[src/rtl/cnt_pkg.sv]
package cnt_pkg;
  typedef enum logic [1:0] {
    MODE_CLEAR = 2'd0,
    MODE_LOAD  = 2'd1,
    MODE_STEP  = 2'd2,
    MODE_KEEP  = 2'd3
  } cnt_mode_t;
endpackage

[src/rtl/cnt_mode_sel.sv]
module cnt_mode_sel
  import cnt_pkg::*;
(
  input  logic      sync_clr,
  input  logic      load_n,
  input  logic      en_par,
  input  logic      en_trk,
  output cnt_mode_t mode
);
  // strict priority: clear, load, step, keep
  always_comb begin
    if (sync_clr)              mode = MODE_CLEAR;
    else if (!load_n)          mode = MODE_LOAD;
    else if (en_par && en_trk) mode = MODE_STEP;
    else                       mode = MODE_KEEP;
  end
endmodule

[src/rtl/cnt_next.sv]
module cnt_next
  import cnt_pkg::*;
#(
  parameter int WIDTH = 4
) (
  input  cnt_mode_t        mode,
  input  logic [WIDTH-1:0] cur,
  input  logic [WIDTH-1:0] preset,
  output logic [WIDTH-1:0] nxt
);
  localparam logic [WIDTH-1:0] ONE = {{(WIDTH-1){1'b0}}, 1'b1};

  always_comb begin
    unique case (mode)
      MODE_CLEAR: nxt = '0;
      MODE_LOAD:  nxt = preset;
      MODE_STEP:  nxt = cur + ONE;   // natural wrap at all ones
      default:    nxt = cur;
    endcase
  end
endmodule

[src/rtl/cnt_state_reg.sv]
module cnt_state_reg #(
  parameter int WIDTH = 4
) (
  input  logic             clk,
  input  logic             arst_n,
  input  logic [WIDTH-1:0] nxt,
  output logic [WIDTH-1:0] q
);
  always_ff @(posedge clk or negedge arst_n) begin
    if (!arst_n) q <= '0;
    else         q <= nxt;
  end
endmodule

[src/rtl/cnt_term.sv]
module cnt_term #(
  parameter int WIDTH = 4
) (
  input  logic [WIDTH-1:0] q,
  input  logic             en_trk,
  output logic             term
);
  assign term = en_trk & (&q);
endmodule

[src/rtl/preset_counter.sv]
module preset_counter
  import cnt_pkg::*;
#(
  parameter int WIDTH     = 4,
  parameter bit ASYNC_CLR = 1'b1
) (
  input  logic             clk,
  input  logic             clr_n,
  input  logic             load_n,
  input  logic             en_par,
  input  logic             en_trk,
  input  logic [WIDTH-1:0] preset,
  output logic [WIDTH-1:0] count,
  output logic             term
);
  logic             sync_clr;
  logic             arst_n;
  cnt_mode_t        mode;
  logic [WIDTH-1:0] nxt;

  // clear style chosen at build time
  generate
    if (ASYNC_CLR) begin : g_async
      assign arst_n   = clr_n;
      assign sync_clr = 1'b0;
    end else begin : g_sync
      assign arst_n   = 1'b1;
      assign sync_clr = ~clr_n;
    end
  endgenerate

  cnt_mode_sel u_mode (
    .sync_clr (sync_clr),
    .load_n   (load_n),
    .en_par   (en_par),
    .en_trk   (en_trk),
    .mode     (mode)
  );

  cnt_next #(.WIDTH(WIDTH)) u_next (
    .mode   (mode),
    .cur    (count),
    .preset (preset),
    .nxt    (nxt)
  );

  cnt_state_reg #(.WIDTH(WIDTH)) u_reg (
    .clk    (clk),
    .arst_n (arst_n),
    .nxt    (nxt),
    .q      (count)
  );

  cnt_term #(.WIDTH(WIDTH)) u_term (
    .q      (count),
    .en_trk (en_trk),
    .term   (term)
  );
endmodule

[config.mk]
export PLATFORM = sky130hd
export DESIGN_NAME = preset_counter
export DESIGN_NICKNAME = d
export VERILOG_FILES = /design/src/rtl/cnt_pkg.sv /design/src/rtl/cnt_mode_sel.sv /design/src/rtl/cnt_next.sv /design/src/rtl/cnt_state_reg.sv /design/src/rtl/cnt_term.sv /design/src/rtl/preset_counter.sv
export SDC_FILE = /design/constraint.sdc
export NUM_CORES = 1
export LEC_CHECK = 0
export BUFFER_PORTS_ARGS = -buffer_cell sky130_fd_sc_hd__buf_2
export CAP_MARGIN = 30
export CORE_AREA = 2 2 39 41
export DETAILED_ROUTE_END_ITERATION = 6
export DIE_AREA = 0 0 41 43
export SYNTH_ARGS = -nofsm -noshare
export SYNTH_HDL_FRONTEND = slang
export SYNTH_SLANG_ARGS = --single-unit
[constraint.sdc]
create_clock -name clk -period 1.4 [get_ports clk]
set_input_delay 0.28 -clock clk [delete_from_list [all_inputs] [get_ports clk]]
set_output_delay 0.28 -clock clk [all_outputs]
set_load 0.1 [all_outputs]
### Word-level counts from Yosys, hierarchy flattened

Cells that the tools add are included.

| word-level totals | value |
|---|---|
| bits in registers | 4 |
| input bits | 9 |
| output and inout bits | 5 |
| logic and storage cells | 12 |

| operators by class | value |
|---|---|
| add/sub/neg operators | 1 |
| eq/ne operators | 2 |
| mux-type cells | 3 |
| bitwise logic cells | 1 |
| reduce and logical (&&, ||, !) cells | 4 |

Operators by type and width:

| cell | number |
|---|---|
| $pmux W4 S3 | 1 |
| $add A4 B1 Y4 const B | 1 |
| $reduce_and A4 Y1 | 1 |
| $reduce_bool A3 Y1 | 1 |
| $eq A2 B1 Y1 const B | 1 |
| $eq A2 B2 Y1 const B | 1 |
| $logic_not A2 Y1 | 1 |
| $mux W2 | 1 |
| $and A1 B1 Y1 | 1 |
| $logic_and A1 B1 Y1 | 1 |
| $mux W1 | 1 |

### Depth between registers and ports, before layout

Gate-level depths: netlist of run 1.

| logic depth | value |
|---|---|
| word-level depth | 5 |
| depth in mapped cells | 4 |
| mapped depth without buffers | 4 |

### Modules after synthesis

From an unflattened synthesis of run 1, not the netlist that was laid out.

| second synthesis, totals | value |
|---|---|
| cell total of the unflattened synthesis | 29 |
| area total of the unflattened synthesis | 287.8 um^2 |

Modules (own cells, without submodules):

| module | instances | cells each | area each (um^2) | sequential area each (um^2) |
|---|---|---|---|---|
| cnt_next | 1 | 19 | 158.9 | 0.0 |
| cnt_state_reg | 1 | 4 | 100.1 | 100.1 |
| cnt_mode_sel | 1 | 2 | 12.5 | 0.0 |
| cnt_term | 1 | 3 | 12.5 | 0.0 |
| preset_counter | 1 | 1 | 3.8 | 0.0 |

### Least setup slack after synthesis of run 1

No wires, ideal clock.

| timing | value |
|---|---|
| path kind | register to output |
| from | register u_reg.q[0] |
| to | output term |
| data arrival time | 1791 ps |
| required time | 1120 ps |
| slack | -671 ps |
| stages on the path, launching flop included | 3 |
| path buffers | 0 |
| cells stage by stage | dfrtp_1 > ha_1 > and4_2 |

| between the ends | value |
|---|---|
| word-level cells in the longest chain between the ends | 2 |

Ends and longest elaborated chain:

| item | line | text |
|---|---|---|
| from (decl) | cnt_state_reg.sv:7 | `output logic [WIDTH-1:0] q` |
| from (signal assigned) | cnt_state_reg.sv:11 | `else q <= nxt;` |
| $reduce_and A4 Y1 | cnt_term.sv:8 | `assign term = en_trk & (&q);` |
| $and A1 B1 Y1 | cnt_term.sv:8 |  |
| to (decl) | preset_counter.sv:14 | `output logic term` |

No other way between the ends.

### Worst setup path in the final report of run 1

Ends and elaborated chain as after synthesis.

==> results of run 1 <==
cell type report:
class | count | area [um2] | area share (%)
Timing Repair Buffer | 16 | 150 | 34.7
Multi-Input combinational cell | 18 | 128 | 29.5
Sequential cell | 4 | 113 | 26.0
Clock buffer | 3 | 22.5 | 5.20
Tap cell | 16 | 20.0 | 4.62
worst min-delay path, stage by stage:
cell and delay (ns):
buf_2 0.07, nor2_1 0.03, a21oi_1 0.09
final timing paths:
path	end	slack, ns
worst max-delay path	term	-0.06
worst min-delay path	u_reg.q[0]$_DFFE_PN0P_	0.29
worst max register to register	u_reg.q[3]$_DFFE_PN0P_	0.19
min in group asynchronous	u_reg.q[0]$_DFFE_PN0P_	0.38
max in group asynchronous	u_reg.q[2]$_DFFE_PN0P_	0.88
worst min register to register	u_reg.q[3]$_DFFE_PN0P_	0.60
routing by layer:
metal | up-vias | track usage (%) | share of wire, %
li1 | 117 | - | -
met1 | 87 | 12.0 | 52
met2 | 13 | 7.50 | 37
met3 | 0 | 1.57 | 11
met4 | 0 | 8.00 | 0
met5 | - | 0 | 0
layout by cell type, fill, tap and decap left out, types with 2 or more instances in the layout:
| cell type | Yosys | layout |
|---|---|---|
| clkbuf_4 | 0 | 3 |
| nand3_1 | 2 | 2 |
| buf_2 | 0 | 9 |
| buf_12 | 0 | 4 |
| xor2_1 | 2 | 2 |
| a21oi_1 | 3 | 3 |
| nor2_1 | 4 | 4 |
| dfrtp_4 | 0 | 3 |
| buf_4 | 0 | 2 |
cells by family after synthesis:
kind of cell	synth area share [%]
and+or+nand+nor	21.8
AOI/OAI and AO/OA	12.1
DFF	46.0
xor gates and xnor gates	8.05
buffers and inverters	1.72
muxes	4.60
adders and majority gates	5.75
timing repair:
action | in CTS | in global routing
pin swaps | 0 | 1
hold endpoints to repair | 4 | 0
setup endpoints to repair | 1 | 1
hold buffers | 1 | 0
gates resized for setup | 0 | 0
setup buffers | 2 | 0
report_power, final:
group	total, mW	internal (mW)	switching (mW)	leakage, nW
clock network	0.142	0.0958	0.0458	0.0138
logic	0.250	0.0915	0.159	0.132
registers	0.153	0.137	0.0158	0.0418
total	0.545	0.325	0.220	0.188
==> flow_summary_export.csv, run 1 <==
group,metric,value,unit
clocking,cts_tree,"done",
clocking,clock-sinks,4,
layout,largest_reg_flops,4,
layout,antenna_cells,0,
floorplan,io_pins,14,
grt,antenna_found_initial,0,
layout,finish.utilization,31.3,%
clocking,htreeDepth,1,
power_and_ir_drop,power,0.545,mW
drt,drt-vias-per-instance,3.81,
sta,fmax,0.685,GHz
sta,max_slew_margin,67.9,%
worst_setup_path,crit_start,"u_reg.q[0]$_DFFE_PN0P_",
layout,largestRegisters,"u_reg.q: 4 flops",
drt,dr.pass1.iters,2,
synth,synth_top_area_cell,"dfrtp_1",
clocking,clk_pin_slew,0.04,ns
synth,syn_nets,33,
worst_setup_path,crit_path_max_incr_delay,0.48,ns
synth,synth_area_leaders,"dfrtp_1, xor2_1, a21oi_1",
synth,synth_common_cells,"dfrtp_1, nor2_1, a21oi_1",
power_and_ir_drop,p_leak,0.188,nW
layout,nets,53,
synth,yosysTopAreaCellShare,46.0,%
outcome,status,"complete, but fails checks",
place,place_ws,0.148,ns
sta,hold_viol,0,
synth,ys_seq_elements,4,
power_and_ir_drop,irDropWorstVdd,370,uV
place,numPortBuffers,13,
layout,fin_area,433,um2
sta,finalSetupViolations,1,
sta,hold_slack,0.288,ns
place,dp.cells,51,
floorplan,initial_utilization,15.7,%
worst_setup_path,critPathCaptureType,"output port",
outcome,violations,"setup timing",
synth,synth_edf_count,0,
sta,fin_ws,-0.0607,ns
place,placed_area,385,um2
synth,avgSynthCellArea,9.47,um2
sta,finalMaxSlewViolations,0,
floorplan,core-area,1380,um2
drt,detail_route.wl_per_cell,8.89,um
sta,rsz0062_at_grt,"true",
worst_setup_path,r2r-start,"u_reg.q[0]$_DFFE_PN0P_",
synth,syn-cell-area,218,um2
synth,synth_warnings,0,
worst_setup_path,cp.arrival,1.18,ns
worst_setup_path,critical_path.top_delay_family,"flip-flops",
place,place.gp.congestion,0.717,
power_and_ir_drop,power_density,1260,nW/um2
floorplan,die_area,1760,um2
drt,vias,217,
floorplan,num_rows,14,
worst_hold_path,holdPathStages,3,
worst_setup_path,crit_cells,3,
layout,layout.cells.non_filler,57,
synth,yosys_most_used_dff,"dfrtp_1",
clocking,clock_path_buffers,2,
worst_setup_path,rr_worst_depth,4,
drt,drt-initial-drc-count,4,
drt,wl,507,um
floorplan,chipHeight,43,um
clocking,cts_root_buffer,"clkbuf_4",
grt,grt_max_degree,9,
sta,fin_skew,0.00211,ns
drt,antenna_left,0,
worst_setup_path,crit_type,"reg -> out",
synth,ys_seq_area_share,46.0,%
sta,post-route-period-util,104,%
sta,tightest_slew,0.484,ns
worst_setup_path,critPathMaxFanout,2,
clocking,cts_buffers,3,
worst_hold_path,worstHoldPathType,"in -> reg",
synth,async_flop_share,100,%
worst_setup_path,crit_path_cell_trace,"ha_4 -> and4_4 -> buf_12",
worst_hold_path,hold_start,"preset[0]",
grt,grt_pass1_vias,205,
run,cap_viol_max_count,0,
synth,yosysUniqueCellTypes,13,
synth,syn_inst,23,
grt,globalRoute.totalOverflow,0,
worst_setup_path,slowest_stage,"dfrtp_4",
floorplan,die_x,41,um
worst_setup_path,crit_required,1.12,ns
sta,layout_min_cycle_time,1.46,ns
grt,grt_pass1_wl,855,um
worst_setup_path,start_kind,"register",
layout,syn_to_final_growth,98.9,%
layout,drive_gt1_share,61.0,%
sta,fin_tns_setup,-0.0607,ns
worst_setup_path,critPathBufInv,1,
grt,grt_use_total,7.65,%
drt,drc,0,
layout,nFillCells,155,
layout,top_register,"u_reg.q",
clocking,clock_latency,0.23,ns
(Power assumes the default switching activity.)
==> run 2, diff against run 1 <==
--- a/config.mk
+++ b/config.mk
@@ -10,6 +10,8 @@
 export CORE_AREA = 2 2 39 41
 export DETAILED_ROUTE_END_ITERATION = 6
 export DIE_AREA = 0 0 41 43
+export REMOVE_ABC_BUFFERS = 1
+export SLEW_MARGIN = 20
 export SYNTH_ARGS = -nofsm -noshare
 export SYNTH_HDL_FRONTEND = slang
 export SYNTH_SLANG_ARGS = --single-unit
==> flow_summary_export.csv, run 2 (synthesis gave the netlist of run 1 again) <==
group,metric,value,unit
drt,drt-vias-per-instance,4.09,
place,numPortBuffers,13,
run,cap_viol_max_count,0,
grt,globalRoute.totalOverflow,0,
sta,tightest_slew,0.484,ns
drt,detail_route.wl_per_cell,9.11,um
outcome,violations,"setup timing",
layout,drive_gt1_share,51.2,%
floorplan,num_rows,14,
drt,highest_layer,"met3",
sta,hold_slack,0.292,ns
sta,finalMaxSlewViolations,0,
floorplan,initial_utilization,15.7,%
worst_setup_path,cp.arrival,1.14,ns
worst_setup_path,reg2reg_to,"u_reg.q[3]$_DFFE_PN0P_",
clocking,clock-sinks,4,
place,dp_hpwl,431,um
layout,nets,53,
layout,antenna_cells,0,
worst_setup_path,crit_path_max_incr_delay,0.35,ns
drt,drc,0,
power_and_ir_drop,power,0.529,mW
layout,finish.utilization,29.7,%
worst_hold_path,hold_end,"u_reg.q[0]$_DFFE_PN0P_",
power_and_ir_drop,p_leak,0.189,nW
place,dp.cells,53,
clocking,clock_latency,0.23,ns
drt,wl_met2,234,um
floorplan,die_x,41,um
grt,grt_use_total,8.25,%
floorplan,io_pins,14,
layout,layout_common_cells,"buf_2, nor2_1, buf_12, dfrtp_1",
worst_setup_path,crit_path_cell_trace,"ha_2 -> and4_4 -> buf_12",
worst_setup_path,critPathCaptureType,"output port",
layout,top_register,"u_reg.q",
drt,wl,519,um
worst_setup_path,critPathMaxFanout,2,
layout,nFillCells,152,
sta,fin_ws,-0.0189,ns
sta,finalSetupViolations,1,
grt,grt_pass1_wl,931,um
worst_setup_path,crit_type,"reg -> out",
clocking,cts_buffers,3,
drt,drt-initial-drc-count,1,
grt,antenna_found_initial,0,
worst_setup_path,critPathBufInv,1,
layout,largest_reg_flops,4,
worst_setup_path,start_kind,"register",
power_and_ir_drop,power_density,1290,nW/um2
worst_setup_path,rr_worst_depth,4,
clocking,clock_path_buffers,2,
sta,layout_min_cycle_time,1.42,ns
worst_setup_path,slowest_stage,"dfrtp_1",
worst_hold_path,worstHoldPathType,"in -> reg",
layout,fin_area,410,um2
drt,vias,233,
clocking,cts_tree,"done",
sta,fmax,0.705,GHz
layout,syn_to_final_growth,88.5,%
drt,dr.pass1.iters,2,
worst_hold_path,hold_start,"preset[0]",
worst_setup_path,reg2reg_slack,0.25,ns
sta,max_slew_margin,67.9,%
drt,routed-wl-met3,50,um
clocking,cts_root_buffer,"clkbuf_4",
floorplan,chipHeight,43,um
worst_setup_path,r2r-start,"u_reg.q[1]$_DFFE_PN0P_",
place,place.gp.congestion,0.731,
drt,antenna_left,0,
outcome,status,"complete, but fails checks",
layout,final_common_cell,"buf_2",
power_and_ir_drop,irDropWorstVdd,351,uV
grt,grt_max_degree,9,
worst_setup_path,crit_required,1.12,ns
sta,hold_viol,0,
clocking,htreeDepth,1,
grt,grt_pass1_vias,241,
worst_setup_path,critical_path.top_delay_family,"flip-flops",
place,placed_area,374,um2
floorplan,die_area,1760,um2
sta,post-route-period-util,101,%
sta,fin_skew,0.00164,ns
sta,rsz0062_at_grt,"true",
place,place_ws,0.189,ns
floorplan,core-area,1380,um2
layout,largestRegisters,"u_reg.q: 4 flops",
drt,m1WireLength,234,um
worst_hold_path,holdPathStages,3,
sta,fin_tns_setup,-0.0189,ns
clocking,clk_pin_slew,0.04,ns
layout,layout.cells.non_filler,57,
[run 2: cell type report]
| class | instances | area (um2) | share of cell area [%] |
|---|---|---|---|
| clock buffer | 3 | 22.5 | 5.49 |
| multi-input combinational | 18 | 118 | 28.7 |
| sequential | 4 | 100 | 24.4 |
| tap | 16 | 20.0 | 4.88 |
| timing repair buffer | 16 | 150 | 36.6 |
[run 2: repair_timing]
| action | in CTS | in global routing |
|---|---|---|
| pin swaps | 0 | 0 |
| buffers inserted | 0 | 0 |
| hold buffers | 1 | 0 |
| hold endpoints to repair | 4 | 0 |
| setup endpoints to repair | 1 | 1 |
| resized for setup | 1 | 1 |
[run 2: metal layers]
| layer | up-vias | GRT usage, % |
|---|---|---|
| met5 | - | 0 |
| met4 | 0 | 8.00 |
| met3 | 0 | 3.66 |
| met2 | 10 | 9.38 |
| met1 | 100 | 10.7 |
| li1 | 123 | - |
[run 2: where the power goes]
| part | switching [mW] | total (mW) | internal, mW | leakage (nW) |
|---|---|---|---|---|
| clock network | 0.0440 | 0.140 | 0.0957 | 0.0138 |
| registers | 0.0129 | 0.143 | 0.130 | 0.0448 |
| logic | 0.158 | 0.246 | 0.0888 | 0.130 |
| total | 0.215 | 0.529 | 0.314 | 0.189 |
[run 2: worst max-delay path by stage]
stage	from	to	slack, ns	cells after the start
4_1_cts	u_reg.q[1]$_DFFE_PN0P_	term	-0.02	3
3_3_place_gp	u_reg.q[0]$_DFFE_PN0P_	term	0.20	3
2_1_floorplan	u_reg.q[0]$_DFFE_PN0P_	term	-0.67	2
6_report	u_reg.q[1]$_DFFE_PN0P_	term	-0.02	3
5_1_grt	u_reg.q[1]$_DFFE_PN0P_	term	-0.07	3
3_5_place_dp	u_reg.q[0]$_DFFE_PN0P_	term	0.19	3
[run 2: worst register-to-register path, stage by stage, from the launching register on]
cell	delay, ns
dfrtp_1	0.35
buf_4	0.14
nand3_1	0.08
or3_1	0.32
a31oi_1	0.18
==> run 3, diff against run 2 <==
--- a/config.mk
+++ b/config.mk
@@ -5,11 +5,11 @@
 export SDC_FILE = /design/constraint.sdc
 export NUM_CORES = 1
 export LEC_CHECK = 0
-export BUFFER_PORTS_ARGS = -buffer_cell sky130_fd_sc_hd__buf_2
 export CAP_MARGIN = 30
 export CORE_AREA = 2 2 39 41
 export DETAILED_ROUTE_END_ITERATION = 6
 export DIE_AREA = 0 0 41 43
+export DONT_BUFFER_PORTS = 1
 export REMOVE_ABC_BUFFERS = 1
 export SLEW_MARGIN = 20
 export SYNTH_ARGS = -nofsm -noshare
==> flow_summary_export.csv, run 3 (synthesis gave the netlist of run 1 again) <==
group,metric,value,unit
worst_setup_path,critPathMaxFanout,2,
layout,drive_gt1_share,41.2,%
place,placed_area,284,um2
layout,regArea,100,um2
place,dp.cells,43,
drt,detail_route.wl_per_cell,11.0,um
worst_setup_path,critPathCaptureType,"output port",
worst_setup_path,r2r-start,"u_reg.q[0]$_DFFE_PN0P_",
layout,layout_common_cells,"buf_4, nor2_1, dfrtp_1",
sta,layout_min_cycle_time,1.42,ns
sta,tightest_slew,0.294,ns
grt,antenna_found_initial,0,
clocking,clk_pin_slew,0.04,ns
layout,antenna_cells,0,
layout,multi_input_area,118,um2
grt,globalRoute.totalOverflow,0,
drt,wl,550,um
sta,max_slew_margin,80.4,%
clocking,clock-sinks,4,
power_and_ir_drop,irDropWorstVdd,298,uV
sta,finalSetupViolations,1,
clocking,cts_tree,"done",
sta,finalMaxSlewViolations,0,
layout,layout.cells.non_filler,50,
layout,syn_to_final_growth,57.5,%
grt,grt_pass1_wl,848,um
power_and_ir_drop,power_density,1430,nW/um2
clocking,cts_buffers,3,
power_and_ir_drop,power,0.490,mW
grt,grt_pass1_vias,215,
worst_setup_path,reg2reg_slack,0.23,ns
outcome,violations,"setup timing",
clocking,cts_root_buffer,"clkbuf_4",
worst_hold_path,hold_start,"load_n",
layout,top_register,"u_reg.q",
clocking,clock_path_buffers,2,
floorplan,initial_utilization,15.7,%
worst_hold_path,holdPathStages,1,
sta,fmax,0.702,GHz
sta,rsz0062_at_grt,"true",
layout,nFillCells,153,
layout,largestRegisters,"u_reg.q: 4 flops",
floorplan,num_rows,14,
worst_setup_path,reg2reg_to,"u_reg.q[0]$_DFFE_PN0P_",
worst_hold_path,worstHoldPathType,"in -> reg",
floorplan,core-area,1380,um2
clocking,clock_latency,0.23,ns
drt,drt-vias-per-instance,4.14,
sta,hold_viol,0,
worst_setup_path,rr_worst_depth,4,
worst_hold_path,hold_end,"u_reg.q[1]$_DFFE_PN0P_",
layout,fin_area,343,um2
layout,nets,46,
run,cap_viol_max_count,0,
place,place.gp.congestion,0.674,
drt,dr.pass1.iters,1,
floorplan,die_area,1760,um2
drt,drc,0,
clocking,htreeDepth,1,
drt,drt-initial-drc-count,0,
layout,finish.utilization,24.8,%
sta,fin_ws,-0.0243,ns
floorplan,die_x,41,um
sta,fin_skew,0.00529,ns
floorplan,io_pins,14,
outcome,status,"complete, but fails checks",
worst_setup_path,crit_type,"reg -> out",
worst_setup_path,crit_required,1.12,ns
layout,final_common_cell,"buf_4",
worst_setup_path,cp.arrival,1.14,ns
floorplan,chipHeight,43,um
grt,grt_use_total,7.66,%
worst_setup_path,start_kind,"register",
layout,largest_reg_flops,4,
place,numPortBuffers,0,
grt,grt_max_degree,9,
sta,post-route-period-util,102,%
drt,antenna_left,0,
drt,vias,207,
power_and_ir_drop,p_leak,0.149,nW
==> run 3: cell count changes in the layout (fill, tap and decap cells not counted) <==
| cell | before | now |
|---|---|---|
| buf_2 | 9 | 0 |
| buf_12 | 4 | 1 |
| buf_4 | 2 | 7 |
==> run 3: worst max-delay path, stage by stage (launching register included) <==
cell,delay [ns]
dfrtp_1,0.34
ha_2,0.18
and4_4,0.21
buf_12,0.17
==> run 3: stage by stage <==
stage                     setup slack, ns  setup TNS (ns)  hold WS (ns)
after detailed placement            0.166               0       -0.0155
after global placement              0.184               0       -0.0155
after global routing              -0.0697         -0.0697         0.119
after CTS                         -0.0327         -0.0327         0.115
final                             -0.0243         -0.0243         0.125
after floorplan                    -0.671           -1.44       -0.0156
==> run 3: layout make-up <==
type                       instances  area share, %
clock buffer                       3           6.57
multi-input combinational         18           34.3
sequential                         4           29.2
tap                               16           5.84
timing repair buffer               9           24.1
==> run 3: metal layers <==
metal  share of wire [%]  GRT usage, %  up-vias
met3                 9.8          3.66        0
met2                  49          9.06       10
met4                   0          8.00        0
met5                   0             0        -
met1                  41          9.12       93
li1                    -             -      104
==> run 3: what timing repair did <==
action | CTS | global route
hold buffers | 1 | 0
resized for setup | 2 | 0
pin swaps | 0 | 1
buffers inserted | 2 | 1
setup endpoints to repair | 1 | 1
gates cloned | 0 | 0
endpoints found under the hold margin | 4 | 0
==> run 3: how the worst max path moves through the flow <==
stage	start	depth (start not counted)	endpoint
global route	u_reg.q[1]$_DFFE_PN0P_	3	term
global placement	u_reg.q[0]$_DFFE_PN0P_	3	term
floorplan	u_reg.q[0]$_DFFE_PN0P_	2	term
CTS	u_reg.q[1]$_DFFE_PN0P_	3	term
detailed placement	u_reg.q[0]$_DFFE_PN0P_	3	term
finish	u_reg.q[1]$_DFFE_PN0P_	3	term
==> run 3: power by group <==
part	internal [mW]	switching [mW]	leakage, nW
Clock	0.0958	0.0455	0.0138
Sequential	0.130	0.00929	0.0448
Combinational	0.0600	0.150	0.0903
